`config.mk`:
```
export PLATFORM = sky130hd
export DESIGN_NAME = alu_core
export DESIGN_NICKNAME = d
export VERILOG_FILES = /design/src/rtl/alu_core.sv
export SDC_FILE = /design/constraint.sdc
export NUM_CORES = 1
export LEC_CHECK = 0
export ABC_AREA = 1
export BUFFER_PORTS_ARGS = -buffer_cell sky130_fd_sc_hd__buf_2
export CORE_MARGIN = 2
export CORE_UTILIZATION = 60
export DETAILED_ROUTE_END_ITERATION = 7
export GPL_ROUTABILITY_DRIVEN = 1
export PLACE_DENSITY = 0.81
export SYNTH_ARGS = -nofsm -noshare
export SYNTH_HDL_FRONTEND = slang
export SYNTH_SLANG_ARGS = --single-unit
```
`constraint.sdc`:
```
create_clock -name vclk -period 2.77
set_input_delay 0.1385 -clock vclk [all_inputs]
set_output_delay 0.1385 -clock vclk [all_outputs]
set_load 0.005 [all_outputs]
```
`src/rtl/alu_core.sv`:
```
module alu_core #(
  parameter int WIDTH = 32,
  parameter int OPW   = 4
) (
  input  logic [WIDTH-1:0] opnd_a,
  input  logic [WIDTH-1:0] opnd_b,
  input  logic [OPW-1:0]   op_sel,
  output logic [WIDTH-1:0] res
);
  localparam int SHW = $clog2(WIDTH);

  localparam logic [OPW-1:0] OP_ADD  = OPW'(0);
  localparam logic [OPW-1:0] OP_SUB  = OPW'(1);
  localparam logic [OPW-1:0] OP_AND  = OPW'(2);
  localparam logic [OPW-1:0] OP_OR   = OPW'(3);
  localparam logic [OPW-1:0] OP_XOR  = OPW'(4);
  localparam logic [OPW-1:0] OP_SLT  = OPW'(5);
  localparam logic [OPW-1:0] OP_SLTU = OPW'(6);
  localparam logic [OPW-1:0] OP_SLL  = OPW'(7);
  localparam logic [OPW-1:0] OP_SRA  = OPW'(8);
  localparam logic [OPW-1:0] OP_SRL  = OPW'(9);
  localparam logic [OPW-1:0] OP_CPB  = OPW'(10);

  logic             sub_mode;
  logic [WIDTH:0]   sum_w;
  logic             lt_u, lt_s;
  logic [SHW-1:0]   shamt;
  logic             go_left, fill;
  logic [WIDTH-1:0] sh_src, sh_right, sh_left;
  logic [WIDTH-1:0] stg [0:SHW];

  assign sub_mode = (op_sel == OP_SUB) || (op_sel == OP_SLT) || (op_sel == OP_SLTU);
  assign sum_w = {1'b0, opnd_a} + {1'b0, opnd_b ^ {WIDTH{sub_mode}}}
               + {{WIDTH{1'b0}}, sub_mode};
  assign lt_u = ~sum_w[WIDTH];
  assign lt_s = (opnd_a[WIDTH-1] ^ opnd_b[WIDTH-1]) ? opnd_a[WIDTH-1] : sum_w[WIDTH-1];

  assign shamt   = opnd_b[SHW-1:0];
  assign go_left = (op_sel == OP_SLL);
  assign fill    = (op_sel == OP_SRA) & opnd_a[WIDTH-1];

  genvar gi;
  generate
    for (gi = 0; gi < WIDTH; gi++) begin : g_rev
      assign sh_src[gi]  = go_left ? opnd_a[WIDTH-1-gi] : opnd_a[gi];
      assign sh_left[gi] = sh_right[WIDTH-1-gi];
    end
  endgenerate

  assign stg[0] = sh_src;

  generate
    for (gi = 0; gi < SHW; gi++) begin : g_stage
      localparam int D = 1 << gi;
      assign stg[gi+1] = shamt[gi] ? {{D{fill}}, stg[gi][WIDTH-1:D]} : stg[gi];
    end
  endgenerate

  assign sh_right = stg[SHW];

  always_comb begin
    case (op_sel)
      OP_ADD, OP_SUB: res = sum_w[WIDTH-1:0];
      OP_AND:         res = opnd_a & opnd_b;
      OP_OR:          res = opnd_a | opnd_b;
      OP_XOR:         res = opnd_a ^ opnd_b;
      OP_SLT:         res = {{(WIDTH-1){1'b0}}, lt_s};
      OP_SLTU:        res = {{(WIDTH-1){1'b0}}, lt_u};
      OP_SLL:         res = sh_left;
      OP_SRA, OP_SRL: res = sh_right;
      OP_CPB:         res = opnd_b;
      default:        res = '0;
    endcase
  end
endmodule

```
---- Word level (Yosys, flattened, before mapping) ----
Index checks and enable logic that the tools add are counted.
word-level totals
  register bits after elaboration ......... 0
  input port bits ......................... 68
  output and inout port bits .............. 32
  word-level logic and storage cells ...... 63
operators by class
  add/subtract/negate cells ............... 2
  equality and inequality tests ........... 10
  multiplexer cells ....................... 39
  bitwise logic cells ..................... 7
  reduce and logical (&&, ||, !) cells .... 5
operators with widths
  cell                count
  $pmux 32 s9         1
  $mux 32             5
  $xor 32x32->32      2
  $add 32x32->33      1
  $add 33x1->33       1
  $mux 1              33
  $and 32x32->32      1
  $or 32x32->32       1
  $eq 4x3->1 const B  4
  $eq 4x4->1 const B  3
  $eq 4x2->1 const B  2
  $eq 4x1->1 const B  1
  $logic_not 4->1     1
  $reduce_or 2->1     2
  $logic_or 1x1->1    2
  $and 1x1->1         1
  $not 1->1           1
  $xor 1x1->1         1

---- Longest topological paths before layout ----
Gate-level depths: netlist of run 1.
  depth in word-level cells ............... 8
  mapped depth ............................ 21
  depth with buffers taken out ............ 20

---- Least setup slack after synthesis of run 1 ----
Ideal clock, no wire load.
  path kind ............................... input-to-output
  start ................................... input port op_sel[2]
  end ..................................... output port res[24]
  arrival time ............................ 2388 ps
  data required time ...................... 2632 ps
  setup slack ............................. 244 ps
  cell stages on the path ................. 18
  buffers on the path ..................... 1
  cells stage by stage .................... inv_2 > nor2_8 > nand2_1 > nand2_1 > buf_2 > xor2_1 > fa_1 > nand2_1 > a21oi_1 > nand2_1 > nand2_1 > inv_1 > o21ai_0 > nand2_1 > nand3_1 > nor2_1 > nand3b_1 > nand4_1
on the way
  longest elaborated chain between the ends .. 8
  elaborated cells between the ends (all ways) .. 50
  classes of those cells .................. 2 x add/sub; 10 x eq/ne; 31 x mux; 2 x bitwise; 5 x reduce/logical
RTL lines
  element                                                 RTL line  text
  from (decl)                                             7         input logic [OPW-1:0] op_sel,
  branches (longest 7 deep; another with $add 32x32->33)  -
  $pmux 32 s9 (*)                                         62        case (op_sel)
  to (decl)                                               8         output logic [WIDTH-1:0] res
Mark *: on every way between the ends.

---- Final worst setup path of run 1 ----
  start ................................... input port op_sel[2]
  end ..................................... output port res[29]
The elaborated chain is that of the path after synthesis.

==> metrics.log, run 1 <==
[metrics] post-DR vias/cell: 6.94
[metrics] type of destination of the critical path: output port
[metrics] area of the multi-input gates: 6850 um^2
[metrics] leakage power summed over all cells: 0.00469 uW
[metrics] PD cells: 265 nW/um^2
[metrics] Die ar.: 12,300 um^2
[metrics] Area Overhead vs Synth: 33.1%
[metrics] Setup crit start kind: input pin
[metrics] fin cells: 1,570
[metrics] number of buffers added on ports: 100
[metrics] Initial DRT Pass Iterations: 8
[metrics] final critical path time including I/O delays and setup: 3.00 ns
[metrics] proportion of synthesized area in mux cells: 0%
[metrics] # hold bufs at CTS: 0
[metrics] run status: finished with violations
[metrics] placeable core region: 11,300 um^2
[metrics] via count: 10.9k
[metrics] sequential element share of the synthesized area: 0%
[metrics] Chip Width: 111 um
[metrics] post-DR wirelength/cell: 22.2 um
[metrics] number of standard cells after synthesis: 1,257
[metrics] largest incremental delay on the critical path: 0.33 ns
[metrics] I/O pins: 100
[metrics] Critical-path top delay cell: sky130_fd_sc_hd__ha_4
[metrics] Adder-Cell Fraction of Synth Area: 17.8%
[metrics] hold slack: 0.665 ns
[metrics] final design instance area without fill: 9120 um^2
[metrics] worst supply voltage drop on vdd: 0.242 mV
[metrics] number of placed cells counting well taps: 1,548
[metrics] Least-Margin Pin Slew: 0.664 ns
[metrics] Net count, final: 1,594
[metrics] share of final-layout standard cells stronger than drive strength 1: 28.7%
[metrics] Unique masters post-synth: 42
[metrics] achievable frequency: 0.334 GHz
[metrics] maxcap violations: 0
[metrics] Most Frequent Cell on Critical Path: sky130_fd_sc_hd__nand2_1
[metrics] dpl cell area: 8130 um^2
[metrics] Layout fillers: 840
[metrics] area fraction in compound gates after synthesis: 16.3%
[metrics] Avg Synthesized Cell Area: 5.45 um^2
[metrics] Die Y: 111 um
[metrics] final total negative setup slack: -2.27 ns
[metrics] pin count of the biggest net entering global routing: 36
[metrics] FFs & Latches: 0
[metrics] first-iteration detailed-routing DRC count: 1,842
[metrics] global route total overflow: 0
[metrics] warnings from Yosys: 0
[metrics] setup repair after global routing missed its margin: yes
[metrics] worst slew slack as a fraction of its limit: 55.7%
[metrics] post-synthesis simple-gate area fraction: 50.9%
[metrics] initial standard-cell utilization of the core: 60.8%
[metrics] netlist area before placement: 6850 um^2
[metrics] series of cell instances along the critical path: buf_6 -> inv_4 -> nor2_8 -> nand2_4 -> nand2_8 -> buf_12 -> buf_6 -> xor2_4 -> ha_4 -> nand2_1 -> buf_4 -> nor2_1 -> inv_1 -> buf_4 -> nor3_1 -> nand2_1 -> nand2_1 -> nand2_1 -> nand3_1 -> nand4_1 -> buf_2
[metrics] CP Max Fanout: 8
[metrics] max-slew violations: 0
[metrics] worst hold path class: input pin to output port
[metrics] xor and xnor fraction of the mapped netlist area: 3.96%
[metrics] global-route usage over all layers: 47.2%
[metrics] antenna violations before repair: 0
[metrics] Row Count: 39
[metrics] startpoint-to-endpoint class of the critical path: input pin to output port
[metrics] Critical Path RT: 2.63 ns
[metrics] Residual DRC: 11
[metrics] final-report setup violation count: 22
[metrics] worst endpoint data arrival time: 2.86 ns
[metrics] count of antenna-violating nets left after detailed routing: 0
[metrics] overall routed net length: 34.9 mm
[metrics] count of inserted antenna diode cells: 0
[metrics] Net Count, Synth: 1,422
[metrics] area used by sequential logic in the layout: 0 um^2
[metrics] routability cong.: 1.04
[metrics] Setup WS post-layout: -0.226 ns
[metrics] clock tree buffer count of the final layout: 0
[metrics] Period Utilization, post-route: 108%
[metrics] vias in the first global route: 9,406
[metrics] violated checks: design-rule violations, negative setup slack
[metrics] final hold viol count: 0
[metrics] detailed placement HPWL: 23.8 mm
[metrics] first-pass GRT wire length: 47.3 mm
[metrics] largest family of logic cells by synthesized area: simple AND/OR/NAND/NOR gates
-- metal layers --
metal | up-vias | GRT usage (%) | part of all wire, %
met5 | - | 0 | 0
met4 | 0 | 22.5 | 8.9
met3 | 355 | 10.3 | 15
met2 | 1054 | 75.1 | 41
met1 | 4810 | 60.5 | 35
li1 | 4679 | - | -
-- layout make-up --
type | count | area share (%)
tap | 143 | 1.96
multi-input combinational | 1069 | 75.1
inverter | 125 | 5.27
timing repair buffer | 233 | 17.7
-- cells in the final DEF, fill, tap and decap left out, types with 5 or more instances in the layout --
cell                       Yosys  routed
sky130_fd_sc_hd__nand2_1     325     293
sky130_fd_sc_hd__nand3_1     302     291
sky130_fd_sc_hd__buf_4         0     121
sky130_fd_sc_hd__inv_1       118     108
sky130_fd_sc_hd__buf_2        13      96
sky130_fd_sc_hd__ha_1         96      81
sky130_fd_sc_hd__o21ai_0      52      39
sky130_fd_sc_hd__nor2_1       64      38
sky130_fd_sc_hd__nand4_1      30      30
sky130_fd_sc_hd__a221oi_1     28      28
sky130_fd_sc_hd__nand2_2       4      27
sky130_fd_sc_hd__a21oi_1      43      22
sky130_fd_sc_hd__nor2_2        0      21
sky130_fd_sc_hd__xor2_1       31      20
sky130_fd_sc_hd__nand3_2       7      17
sky130_fd_sc_hd__a21oi_2       0      16
sky130_fd_sc_hd__o21ai_2       7      12
sky130_fd_sc_hd__ha_4          0      12
sky130_fd_sc_hd__o22ai_1      11      11
sky130_fd_sc_hd__nand2_4       2      10
sky130_fd_sc_hd__inv_2         4      10
sky130_fd_sc_hd__xor2_2        0      10
sky130_fd_sc_hd__o21ai_1       2      10
sky130_fd_sc_hd__nand3b_1      9       9
sky130_fd_sc_hd__buf_6         4       9
sky130_fd_sc_hd__a21o_1        8       8
sky130_fd_sc_hd__nor3_1       10       6
sky130_fd_sc_hd__nor2_4        0       5
sky130_fd_sc_hd__a21oi_4       0       5
sky130_fd_sc_hd__o211ai_1      5       5
-- Yosys cell counts, types with 2 or more instances --
cell	number	area [um^2]
sky130_fd_sc_hd__ha_1	96	1200
sky130_fd_sc_hd__or2_2	5	31.3
sky130_fd_sc_hd__o21ai_1	2	10.0
sky130_fd_sc_hd__nand3_2	7	70.1
sky130_fd_sc_hd__a211oi_1	2	15.0
sky130_fd_sc_hd__a31oi_1	7	43.8
sky130_fd_sc_hd__nor2_8	2	40.0
sky130_fd_sc_hd__o21bai_1	6	45.0
sky130_fd_sc_hd__a221oi_1	28	245
sky130_fd_sc_hd__nand3_1	302	1510
sky130_fd_sc_hd__nor2_1	64	240
sky130_fd_sc_hd__o21ai_0	52	260
sky130_fd_sc_hd__buf_2	13	65.1
sky130_fd_sc_hd__nor3_1	10	50.1
sky130_fd_sc_hd__buf_1	16	60.1
sky130_fd_sc_hd__buf_6	4	45.0
sky130_fd_sc_hd__a21oi_1	43	215
sky130_fd_sc_hd__inv_2	4	15.0
sky130_fd_sc_hd__clkinv_1	2	7.51
sky130_fd_sc_hd__nand3b_1	9	67.6
sky130_fd_sc_hd__o211ai_1	5	37.5
sky130_fd_sc_hd__nand2_2	4	25.0
sky130_fd_sc_hd__a21o_1	8	60.1
sky130_fd_sc_hd__nand4_1	30	188
sky130_fd_sc_hd__nand2_4	2	22.5
sky130_fd_sc_hd__o21ai_2	7	61.3
sky130_fd_sc_hd__nand2_1	325	1220
sky130_fd_sc_hd__o22ai_1	11	68.8
sky130_fd_sc_hd__inv_1	118	443
sky130_fd_sc_hd__a21boi_0	2	15.0
sky130_fd_sc_hd__clkbuf_1	30	113
sky130_fd_sc_hd__xor2_1	31	272
-- logic make-up after synthesis --
group | count (synthesis)
buf+inv | 188
xor+xnor | 31
simple gates | 763
compound gates | 178
fa+ha+maj | 97
-- through the flow --
step / power (uW) / utilization (%) / worst slack [ns]
after global placement: 1810 / 72.1 / -0.129
after detailed placement: 1840 / 72.1 / -0.147
after CTS: 1950 / 74.7 / -0.0149
after floorplan: 1080 / - / 0.244
final: 2410 / 80.9 / -0.226
after global routing: 2530 / 80.9 / -0.425
-- where the power goes --
part | internal, uW | switching [uW]
clock | 0 | 0
combinational | 948 | 1470
sequential | 0 | 0
-- worst paths after layout --
kind	end	cells past startpoint	start	slack, ns
setup / recovery	res[29]	21	op_sel[2]	-0.23
hold / removal	res[24]	4	opnd_b[24]	0.66
-- critical path: cells and delay by family --
family	cells	cell delay [ns]
buffers and inverters	8	1.03
AND/OR/NAND/NOR	11	1.18
XOR/XNOR	1	0.15
adder cells (fa/ha/maj)	1	0.33
-- what timing repair did --
item                                    in CTS  in global routing
pin swaps                                   29                 62
buffers inserted                             9                 14
resized for setup                           65                150
endpoints found under the setup margin      21                 27
gates cloned                                 1                  0
(Power assumes the default switching activity.)
==> run 2: changes to the inputs <==
- BUFFER_PORTS_ARGS: -buffer_cell sky130_fd_sc_hd__buf_2 -> unset
- DONT_BUFFER_PORTS: unset -> 1
- PLACE_DENSITY: 0.81 -> 0.76
- SETUP_SLACK_MARGIN: unset -> 0.1
==> run 2 against run 1 <==
The run now ends clean; non-clock buffer count fell by 180; clock-buffer cell count is the same; critical path depth shrank 3; die area unchanged; sequential cell count unchanged; worst setup slack improved by 0.29 ns; sequential share of layout area unchanged; largest power group unchanged.
==> metrics.log, run 2 (same netlist as run 1, synthesis figures left out) <==
[metrics] Area Overhead vs Synth: 12.7%
[metrics] clock tree buffer count of the final layout: 0
[metrics] post-DR vias/cell: 6.79
[metrics] count of inserted antenna diode cells: 0
[metrics] leakage power summed over all cells: 0.00384 uW
[metrics] type of destination of the critical path: output port
[metrics] worst endpoint data arrival time: 2.57 ns
[metrics] final total negative setup slack: 0 ns
[metrics] sum of buffers and inverters on the critical path: 3
[metrics] most frequent standard cell in the layout excluding fill and tap cells: sky130_fd_sc_hd__nand2_1
[metrics] via count: 9,439
[metrics] overall routed net length: 29.2 mm
[metrics] CP Max Fanout: 6
[metrics] Die Y: 111 um
[metrics] final-report setup violation count: 0
[metrics] worst slew slack as a fraction of its limit: 15.9%
[metrics] Initial DRT Pass Iterations: 6
[metrics] number of buffers added on ports: 0
[metrics] final hold viol count: 0
[metrics] I/O pins: 100
[metrics] initial standard-cell utilization of the core: 60.8%
[metrics] worst hold path class: input pin to output port
[metrics] Period Utilization, post-route: 97.7%
[metrics] net load switching power: 1080 uW
[metrics] Critical Path RT: 2.63 ns
[metrics] worst supply voltage drop on vdd: 0.171 mV
[metrics] run status: finished clean
[metrics] commonest cells after routing, fill and taps aside: 306 x sky130_fd_sc_hd__nand2_1, 297 x sky130_fd_sc_hd__nand3_1, 116 x sky130_fd_sc_hd__inv_1, 84 x sky130_fd_sc_hd__ha_1, 52 x sky130_fd_sc_hd__nor2_1
[metrics] routability cong.: 1.13
[metrics] startpoint-to-endpoint class of the critical path: input pin to output port
[metrics] share of final-layout standard cells stronger than drive strength 1: 14.0%
[metrics] max-slew violations: 0
[metrics] global-route usage over all layers: 43.2%
[metrics] Net count, final: 1,414
[metrics] P_int: 650 uW
[metrics] FFs & Latches: 0
[metrics] kind of cell with the highest combined delay on the critical path: simple AND/OR/NAND/NOR gates
[metrics] post-DR wirelength/cell: 21.0 um
[metrics] vias in the first global route: 7,987
[metrics] series of cell instances along the critical path: inv_1 -> nor2_2 -> nand2_2 -> nand2_8 -> buf_6 -> xor2_1 -> ha_1 -> nand2_2 -> nor2_2 -> inv_1 -> nor3_2 -> nand2_1 -> nand2_2 -> nand2_1 -> nand2_1 -> nand2_1 -> nand3_1 -> nand4_1
[metrics] detailed placement HPWL: 22.2 mm
[metrics] Chip Width: 111 um
[metrics] post-layout power: 1730 uW
[metrics] final core utilization: 68.5%
[metrics] PD cells: 224 nW/um^2
[metrics] switching power share of the total: 62.5%
[metrics] antenna violations before repair: 0
[metrics] clock group share of total power: 0%
[metrics] final critical path time including I/O delays and setup: 2.71 ns
[metrics] largest incremental delay on the critical path: 0.36 ns
[metrics] Die ar.: 12,300 um^2
[metrics] placeable core region: 11,300 um^2
[metrics] power share of the sequential group: 0%
[metrics] hold slack: 0.433 ns
[metrics] Least-Margin Pin Slew: 1.26 ns
[metrics] maxcap violations: 0
[metrics] first-iteration detailed-routing DRC count: 1,455
[metrics] Logic pwr share: 100.0%
[metrics] global route total overflow: 0
[metrics] final design instance area without fill: 7720 um^2
[metrics] Setup crit start kind: input pin
[metrics] Critical-path top delay cell: sky130_fd_sc_hd__ha_1
[metrics] Residual DRC: 0
[metrics] area used by sequential logic in the layout: 0 um^2
[metrics] Most Frequent Cell on Critical Path: sky130_fd_sc_hd__nand2_1
[metrics] dpl cell area: 7000 um^2
[metrics] Row Count: 39
[metrics] pin count of the biggest net entering global routing: 45
[metrics] count of antenna-violating nets left after detailed routing: 0
[metrics] achievable frequency: 0.370 GHz
[metrics] first-pass GRT wire length: 43.2 mm
run 2: layout make-up:
class / instances / area, um^2
fill: 1086 / 3550
inverter: 125 / 470
multi-input combinational: 1069 / 6610
tap: 143 / 179
timing repair buffer: 53 / 462
run 2: power by group through the flow:
stage / combinational, uW / clock [uW] / sequential [uW]
6_report: 1730 / 0 / 0
5_1_grt: 1880 / 0 / 0
4_1_cts: 1430 / 0 / 0
3_5_place_dp: 1420 / 0 / 0
3_3_place_gp: 1400 / 0 / 0
2_1_floorplan: 1080 / 0 / 0
run 2: per-stage QoR:
step / setup WS [ns] / std cells
6_report: 0.0645 / 1390
5_1_grt: -0.00255 / 1390
4_1_cts: 0.0731 / 1367
3_5_place_dp: 0.0470 / 1367
3_3_place_gp: 0.0653 / 1367
2_1_floorplan: 0.244 / 1257
run 2: path summary, 6_finish.rpt:
path              startpoint  endpoint  slack (ns)  cells past startpoint
setup / recovery   op_sel[0]   res[30]        0.06                     18
hold / removal    opnd_b[18]   res[18]        0.43                      2
run 2: what timing repair did:
item	in CTS	in global routing
resized for setup	4	115
endpoints found under the setup margin	6	26
gates cloned	0	3
hold buffers	0	0
pin swaps	1	53
setup buffers	0	20
run 2: metal layers:
layer	share of wire, %	GRT usage [%]
met1	38	60.1
met2	43	68.6
met3	13	6.40
met4	5.9	14.1
met5	0	0
